--- config.mk ---
export PLATFORM = sky130hd
export DESIGN_NAME = fifo_burst_writer
export DESIGN_NICKNAME = d
export VERILOG_FILES = /design/src/rtl/fbw_pkg.sv /design/src/rtl/fbw_space_tracker.sv /design/src/rtl/fbw_pace_timer.sv /design/src/rtl/fbw_write_port.sv /design/src/rtl/fifo_burst_writer.sv
export SDC_FILE = /design/constraint.sdc
export NUM_CORES = 1
export LEC_CHECK = 0
export BUFFER_PORTS_ARGS = -buffer_cell sky130_fd_sc_hd__buf_2
export CELL_PAD_IN_SITES_DETAIL_PLACEMENT = 1
export CELL_PAD_IN_SITES_GLOBAL_PLACEMENT = 1
export CORE_ASPECT_RATIO = 1.1
export CORE_MARGIN = 1
export CORE_UTILIZATION = 35
export CTS_BUF_LIST = sky130_fd_sc_hd__clkbuf_2
export DETAILED_ROUTE_END_ITERATION = 16
export GPL_ROUTABILITY_DRIVEN = 1
export HOLD_SLACK_MARGIN = 0.08
export PLACE_DENSITY_LB_ADDON = 0.1
export REMOVE_ABC_BUFFERS = 1
export SLEW_MARGIN = 20
export SYNTH_ARGS = -nofsm -noshare
export SYNTH_HDL_FRONTEND = slang
export SYNTH_SLANG_ARGS = --single-unit
--- constraint.sdc ---
create_clock -name clk -period 2.35 [get_ports clk]
set_input_delay 0.47 -clock clk [delete_from_list [all_inputs] [get_ports clk]]
set_output_delay 0.47 -clock clk [all_outputs]
set_load 0.01 [all_outputs]
--- src/rtl/fbw_pkg.sv ---
package fbw_pkg;

  typedef enum logic [1:0] {
    MODE_BURST = 2'd0,
    MODE_PACED = 2'd1,
    MODE_STALL = 2'd2
  } wmode_e;

  // True when writes must be paced: flag already warns, or own count is close to the end.
  function automatic logic near_limit(input int unsigned cnt,
                                      input int unsigned buf_words,
                                      input int unsigned wmark,
                                      input logic        low_flag);
    return low_flag || ((cnt + wmark) >= buf_words);
  endfunction

  // True while the own count still leaves at least one free word.
  function automatic logic has_room(input int unsigned cnt,
                                    input int unsigned buf_words);
    return cnt < buf_words;
  endfunction

endpackage

--- src/rtl/fbw_space_tracker.sv ---
module fbw_space_tracker #(
  parameter int unsigned BUF_WORDS = 1024,
  parameter int unsigned WMARK     = 4
) (
  input  logic clk,
  input  logic rst_n,
  input  logic fire_i,
  input  logic flag_space_i,
  input  logic flag_low_i,
  output logic stall_o,
  output logic near_o,
  output logic room_o
);
  import fbw_pkg::*;

  localparam int CNT_W = $clog2(BUF_WORDS + 1);

  logic [CNT_W-1:0] count_q;
  logic             stall_q;
  logic             buf_switch_w;

  // Fresh buffer seen: stalled and the space flag is back.
  assign buf_switch_w = stall_q && flag_space_i;

  always_ff @(posedge clk) begin
    if (!rst_n) begin
      count_q <= '0;
      stall_q <= 1'b0;
    end else if (buf_switch_w) begin
      count_q <= '0;
      stall_q <= 1'b0;
    end else if (!stall_q && !flag_space_i) begin
      stall_q <= 1'b1;
    end else if (fire_i) begin
      count_q <= count_q + 1'b1;
    end
  end

  assign stall_o = stall_q;
  assign near_o  = near_limit(int'(count_q), BUF_WORDS, WMARK, flag_low_i);
  assign room_o  = has_room(int'(count_q), BUF_WORDS);

  // a write is never launched with the buffer already counted full
  a_r5_no_overflow: assert property (@(posedge clk) disable iff (!rst_n)
    fire_i |-> (int'(count_q) < BUF_WORDS));

  // a stall persists while the space flag stays low
  a_r7_stall_holds: assert property (@(posedge clk) disable iff (!rst_n)
    (stall_q && !flag_space_i) |=> stall_q);

  // leaving a stall starts a new buffer from zero
  a_r7_count_cleared: assert property (@(posedge clk) disable iff (!rst_n)
    buf_switch_w |=> (count_q == '0 && !stall_q));

endmodule

--- src/rtl/fbw_pace_timer.sv ---
module fbw_pace_timer #(
  parameter int unsigned RECHECK = 4
) (
  input  logic clk,
  input  logic rst_n,
  input  logic fire_i,
  input  logic near_i,
  output logic quiet_o
);
  localparam int W = $clog2(RECHECK + 1);
  localparam logic [W-1:0] LOAD = W'(RECHECK);

  logic [W-1:0] wait_q;

  always_ff @(posedge clk) begin
    if (!rst_n)             wait_q <= '0;
    else if (fire_i)        wait_q <= LOAD;
    else if (wait_q != '0)  wait_q <= wait_q - 1'b1;
  end

  assign quiet_o = (wait_q == '0);

  // every write opens a recheck window
  a_r4_window_opens: assert property (@(posedge clk) disable iff (!rst_n)
    fire_i |=> !quiet_o);

  // in paced mode no write follows directly on another
  a_r4_no_back_to_back: assert property (@(posedge clk) disable iff (!rst_n)
    (fire_i && near_i) |=> !fire_i);

endmodule

--- src/rtl/fbw_write_port.sv ---
module fbw_write_port #(
  parameter int unsigned DW = 32
) (
  input  logic          clk,
  input  logic          rst_n,
  input  logic          fire_i,
  input  logic          valid_i,
  input  logic          flag_space_i,
  input  logic [DW-1:0] data_i,
  output logic          wr_n_o,
  output logic [DW-1:0] wr_data_o
);
  logic          wr_n_q;
  logic [DW-1:0] data_q;

  always_ff @(posedge clk) begin
    if (!rst_n) begin
      wr_n_q <= 1'b1;
      data_q <= '0;
    end else begin
      wr_n_q <= !fire_i;
      if (fire_i) data_q <= data_i;
    end
  end

  assign wr_n_o    = wr_n_q;
  assign wr_data_o = data_q;

  // strobe idle on the first cycle out of reset
  a_r1_idle_after_reset: assert property (@(posedge clk) disable iff (!rst_n)
    $rose(rst_n) |-> wr_n_q);

  // each handshake becomes a strobe carrying that word one cycle later
  a_r8_launch: assert property (@(posedge clk) disable iff (!rst_n)
    fire_i |=> (!wr_n_q && data_q == $past(data_i)));

  // no stream word, no strobe
  a_r9_no_valid_no_write: assert property (@(posedge clk) disable iff (!rst_n)
    !valid_i |=> wr_n_q);

  // a low space flag never launches a write
  a_r6_no_space_no_write: assert property (@(posedge clk) disable iff (!rst_n)
    !flag_space_i |=> wr_n_q);

endmodule

--- src/rtl/fifo_burst_writer.sv ---
module fifo_burst_writer #(
  parameter int unsigned DW        = 32,
  parameter int unsigned BUF_WORDS = 1024,
  parameter int unsigned WMARK     = 4,
  parameter int unsigned RECHECK   = 4
) (
  input  logic          clk,
  input  logic          rst_n,
  input  logic          s_valid,
  input  logic [DW-1:0] s_data,
  output logic          s_ready,
  input  logic          flag_space,
  input  logic          flag_low,
  output logic          wr_n,
  output logic [DW-1:0] wr_data
);
  import fbw_pkg::*;

  logic   stall_w;
  logic   near_w;
  logic   room_w;
  logic   quiet_w;
  logic   fire_w;
  wmode_e mode_w;

  fbw_space_tracker #(.BUF_WORDS(BUF_WORDS), .WMARK(WMARK)) u_space (
    .clk          (clk),
    .rst_n        (rst_n),
    .fire_i       (fire_w),
    .flag_space_i (flag_space),
    .flag_low_i   (flag_low),
    .stall_o      (stall_w),
    .near_o       (near_w),
    .room_o       (room_w)
  );

  fbw_pace_timer #(.RECHECK(RECHECK)) u_pace (
    .clk     (clk),
    .rst_n   (rst_n),
    .fire_i  (fire_w),
    .near_i  (near_w),
    .quiet_o (quiet_w)
  );

  always_comb begin
    if (stall_w)     mode_w = MODE_STALL;
    else if (near_w) mode_w = MODE_PACED;
    else             mode_w = MODE_BURST;
  end

  assign s_ready = rst_n && !stall_w && flag_space && room_w && (!near_w || quiet_w);
  assign fire_w  = s_valid && s_ready;

  fbw_write_port #(.DW(DW)) u_port (
    .clk          (clk),
    .rst_n        (rst_n),
    .fire_i       (fire_w),
    .valid_i      (s_valid),
    .flag_space_i (flag_space),
    .data_i       (s_data),
    .wr_n_o       (wr_n),
    .wr_data_o    (wr_data)
  );

  // stalled mode accepts nothing
  a_r7_stall_blocks: assert property (@(posedge clk) disable iff (!rst_n)
    (mode_w == MODE_STALL) |-> !s_ready);

  // in burst mode with space and a word, the word is taken
  a_r2_burst_takes: assert property (@(posedge clk) disable iff (!rst_n)
    (mode_w == MODE_BURST && flag_space && s_valid) |-> fire_w);

endmodule

==> flow_summary.ini <==
[logic_synthesis]
synthTopCellsByArea = dfxtp_1 (52%), nand2_1 (16%), nand3_1 (9.2%)
ys_ff_latch = 48
netlist_area_mm2 = 0.00184
synthCells = 224
ys_seq_area_share_pct = 52.1
synth.top_cell.area_share_pct = 52.1
syn_avg_cell_area_um2 = 8.23
synth_flop_cell = dfxtp_1
synth_edf_count = 0
ys_warn_count = 0
yosys.cell_types.count = 29
async_flop_share_pct = 0
post-synth-top-area-cell = dfxtp_1

[sta]
hold_viol = 0
fmax_mhz = 444
maxSlewHeadroom_pct = 74.1
worst_slew_pin_slew_ns = 0.389
slew_violations = 0
finalSetupViolCount = 0
holdWs_ns = 0.193
finalCriticalPeriod_ns = 2.25
fin_ws_ns = 0.0978
fin_crit_sh_pct = 95.8
finClkSkew_ns = 0.0274
rsz0062_at_grt = no

[worst_setup_path]
r2r-start = u_pace.wait_q[0]
r2r_end = u_space.count_q[1]
required_ns = 1.88
crit_buf_inv = 3
cp_common_cell = ha_1
arrival_ns = 1.78
start_kind = flop
rrSetupSlack_ns = 0.48
cp.depth = 6
r2r.worst_path.cells = 8
endpoint_kind = primary output
crit_fanout = 6
critPathMaxStageDelay_ns = 0.40
crit_family = adder cells
cpMaxStageDelayCell = dfxtp_2
critPathKind = reg2out
path_cells = inv_1 -> ha_1 -> ha_1 -> buf_4 -> o21a_1 -> buf_2

[clocking]
cts_buffer_depth = 2
cts_root_buf = clkbuf_2
cts_tree = done
postCtsHoldBufs = 0
path_clk_slew_ns = 0.25
cts_buffers = 5
cts_sinks = 48
clk_latency_ns = 0.43
htree_levels = 2

[grt]
grt_pass1_vias = 1718
grt_pass1_wl_mm = 7.85
grt_max_degree = 38
grt_use_total_pct = 18.0
grt_antenna_before_repair = 0
overflow = 0

[cells_and_area]
filler_cell_count = 632
syn_to_final_growth_pct = 24.0
num_antenna_cells = 0
layout-drive-gt1-share_pct = 29.9
fin_util_pct = 45.4
nets = 334

[floorplan]
fp-row-count = 27
ios = 71
die_w_um = 71.2
fp.dieH_um = 78.1
placeableCoreArea_mm2 = 0.00503
start_util_pct = 36.6
die_area_mm2 = 0.00556

[pwr]
leakagePower_uw = 0.00120
power_frac_clock_pct = 21.6
p_seq_share_pct = 59.3
internal-power_uw = 1070
netSwitchingFraction_pct = 30.1
p_comb_share_pct = 19.2
power.switching_uw = 460
power_density_mw_per_mm2 = 669
ir_worst_vdd_mv = 0.270

[place]
hpwl_mm = 3.45
gp_congestion = 0.697
portBuffers = 70
dp_slack_ns = 0.384

[routing]
wl_per_cell_um = 13.5
drtIter0Drc = 53
vias = 1742
ant_nets = 0
firstDrtPassIters = 10
totalWireLength_mm = 4.74
vias_per_cell = 4.95
drcViolationCount = 1

[worst_hold_path]
min_path_type = in2reg
hold_path_depth = 2
holdPathEnd = u_space.stall_o
hp-start = flag_space

[job]
cap_violations = 0

[status]
violations = design-rule violations
status = finished with violations
==> synth_stat cells (2+ instances only) <==
library cell,n
dfxtp_1,48
o31ai_1,2
buf_2,8
and2_1,2
or4_1,4
nor2_1,6
nand3_1,34
o21a_1,2
inv_1,4
xor2_1,2
mux2i_1,3
o211ai_1,2
nand2_1,81
ha_1,4
clkbuf_1,5
a21oi_1,4
==> power by group through the flow <==
stage               clock, uW  sequential [uW]  combinational, uW
floorplan                   0              939                133
global placement            0              921                286
detailed placement          0              922                301
CTS                       344              906                302
global route              377              914                329
finish                    330              906                293
==> state kept, by name, indices dropped and copies added (netlist names) <==
name / count
u_space.count_q: 11
u_space.stall_o: 1
u_port.wr_data_o: 32
u_pace.wait_q: 3
u_port.wr_n_o: 1
==> timing repair <==
action / in CTS / in global routing
setup endpoints to repair: 0 / 1
buffers inserted: 0 / 0
resized for setup: 0 / 1
hold endpoints to repair: 0 / 0
==> worst register-to-register path, stage by stage (launching register included) <==
cell and delay [ns]:
dfxtp_2 0.40, inv_1 0.04, ha_1 0.21, ha_1 0.21, o21a_1 0.21, inv_2 0.15
buf_4 0.37, nand2_1 0.10, a21oi_1 0.14
==> worst max path at each step <==
stage | from | endpoint | slack [ns]
floorplan | flag_space | u_space.count_q[5] | -0.38
global placement | rst_n | u_space.count_q[1] | 0.43
detailed placement | flag_space | u_space.count_q[1] | 0.38
CTS | u_pace.wait_q[0] | s_ready | 0.02
global route | u_pace.wait_q[0] | s_ready | 0.008
finish | u_pace.wait_q[0] | s_ready | 0.1
==> cells in the final DEF (no fill, tap or decap), types with 2 or more instances in the layout <==
cell,instances
buf_2,70
buf_4,5
nand3_1,34
o31ai_1,2
and2_1,2
nor2_1,6
nand2_1,81
inv_1,4
mux2i_1,3
ha_1,4
dfxtp_1,47
o211ai_1,2
or4_1,4
a21oi_1,4
o21a_1,2
clkbuf_2,5
clkinv_2,2
xor2_1,2
==> metrics by stage <==
stage,area (um2),TNS (ns),instances,total power (uW)
2_1_floorplan,1780,-1.61,211,1070
3_3_place_gp,2240,0,344,1210
3_5_place_dp,2240,0,344,1220
4_1_cts,2280,0,352,1550
5_1_grt,2280,0,352,1620
6_report,2280,0,352,1530
==> cell families (layout without fill, tap and decap cells) <==
logic type / after synthesis / in the layout / synth area share, %
buf+inv: 18 / 88 / 4.21
flops: 48 / 48 / 52.1
fa+ha+maj: 4 / 4 / 2.72
mux: 4 / 4 / 2.24
compound gates: 13 / 13 / 4.96
xor+xnor: 3 / 3 / 1.43
simple gates: 134 / 134 / 32.3
==> layer usage <==
layer	up-vias	share of wire, %	wire, um	track usage (%)
li1	874	-	-	-
met1	829	45	2110	22.0
met2	33	50	2350	30.0
met3	6	4.7	221	5.52
met4	0	1.2	55	6.00
met5	-	0	0	0
==> area by class of cell <==
cell class / instances / area, um2 / share of cell area (%)
Multi-Input combinational cell: 158 / 805 / 35.2
Clock buffer: 5 / 25.0 / 1.10
Inverter: 5 / 18.8 / 0.821
Tap cell: 58 / 72.6 / 3.18
Clock inverter: 3 / 13.8 / 0.602
Sequential cell: 48 / 962 / 42.1
Timing Repair Buffer: 75 / 388 / 17.0
(Power assumes the default switching activity.)
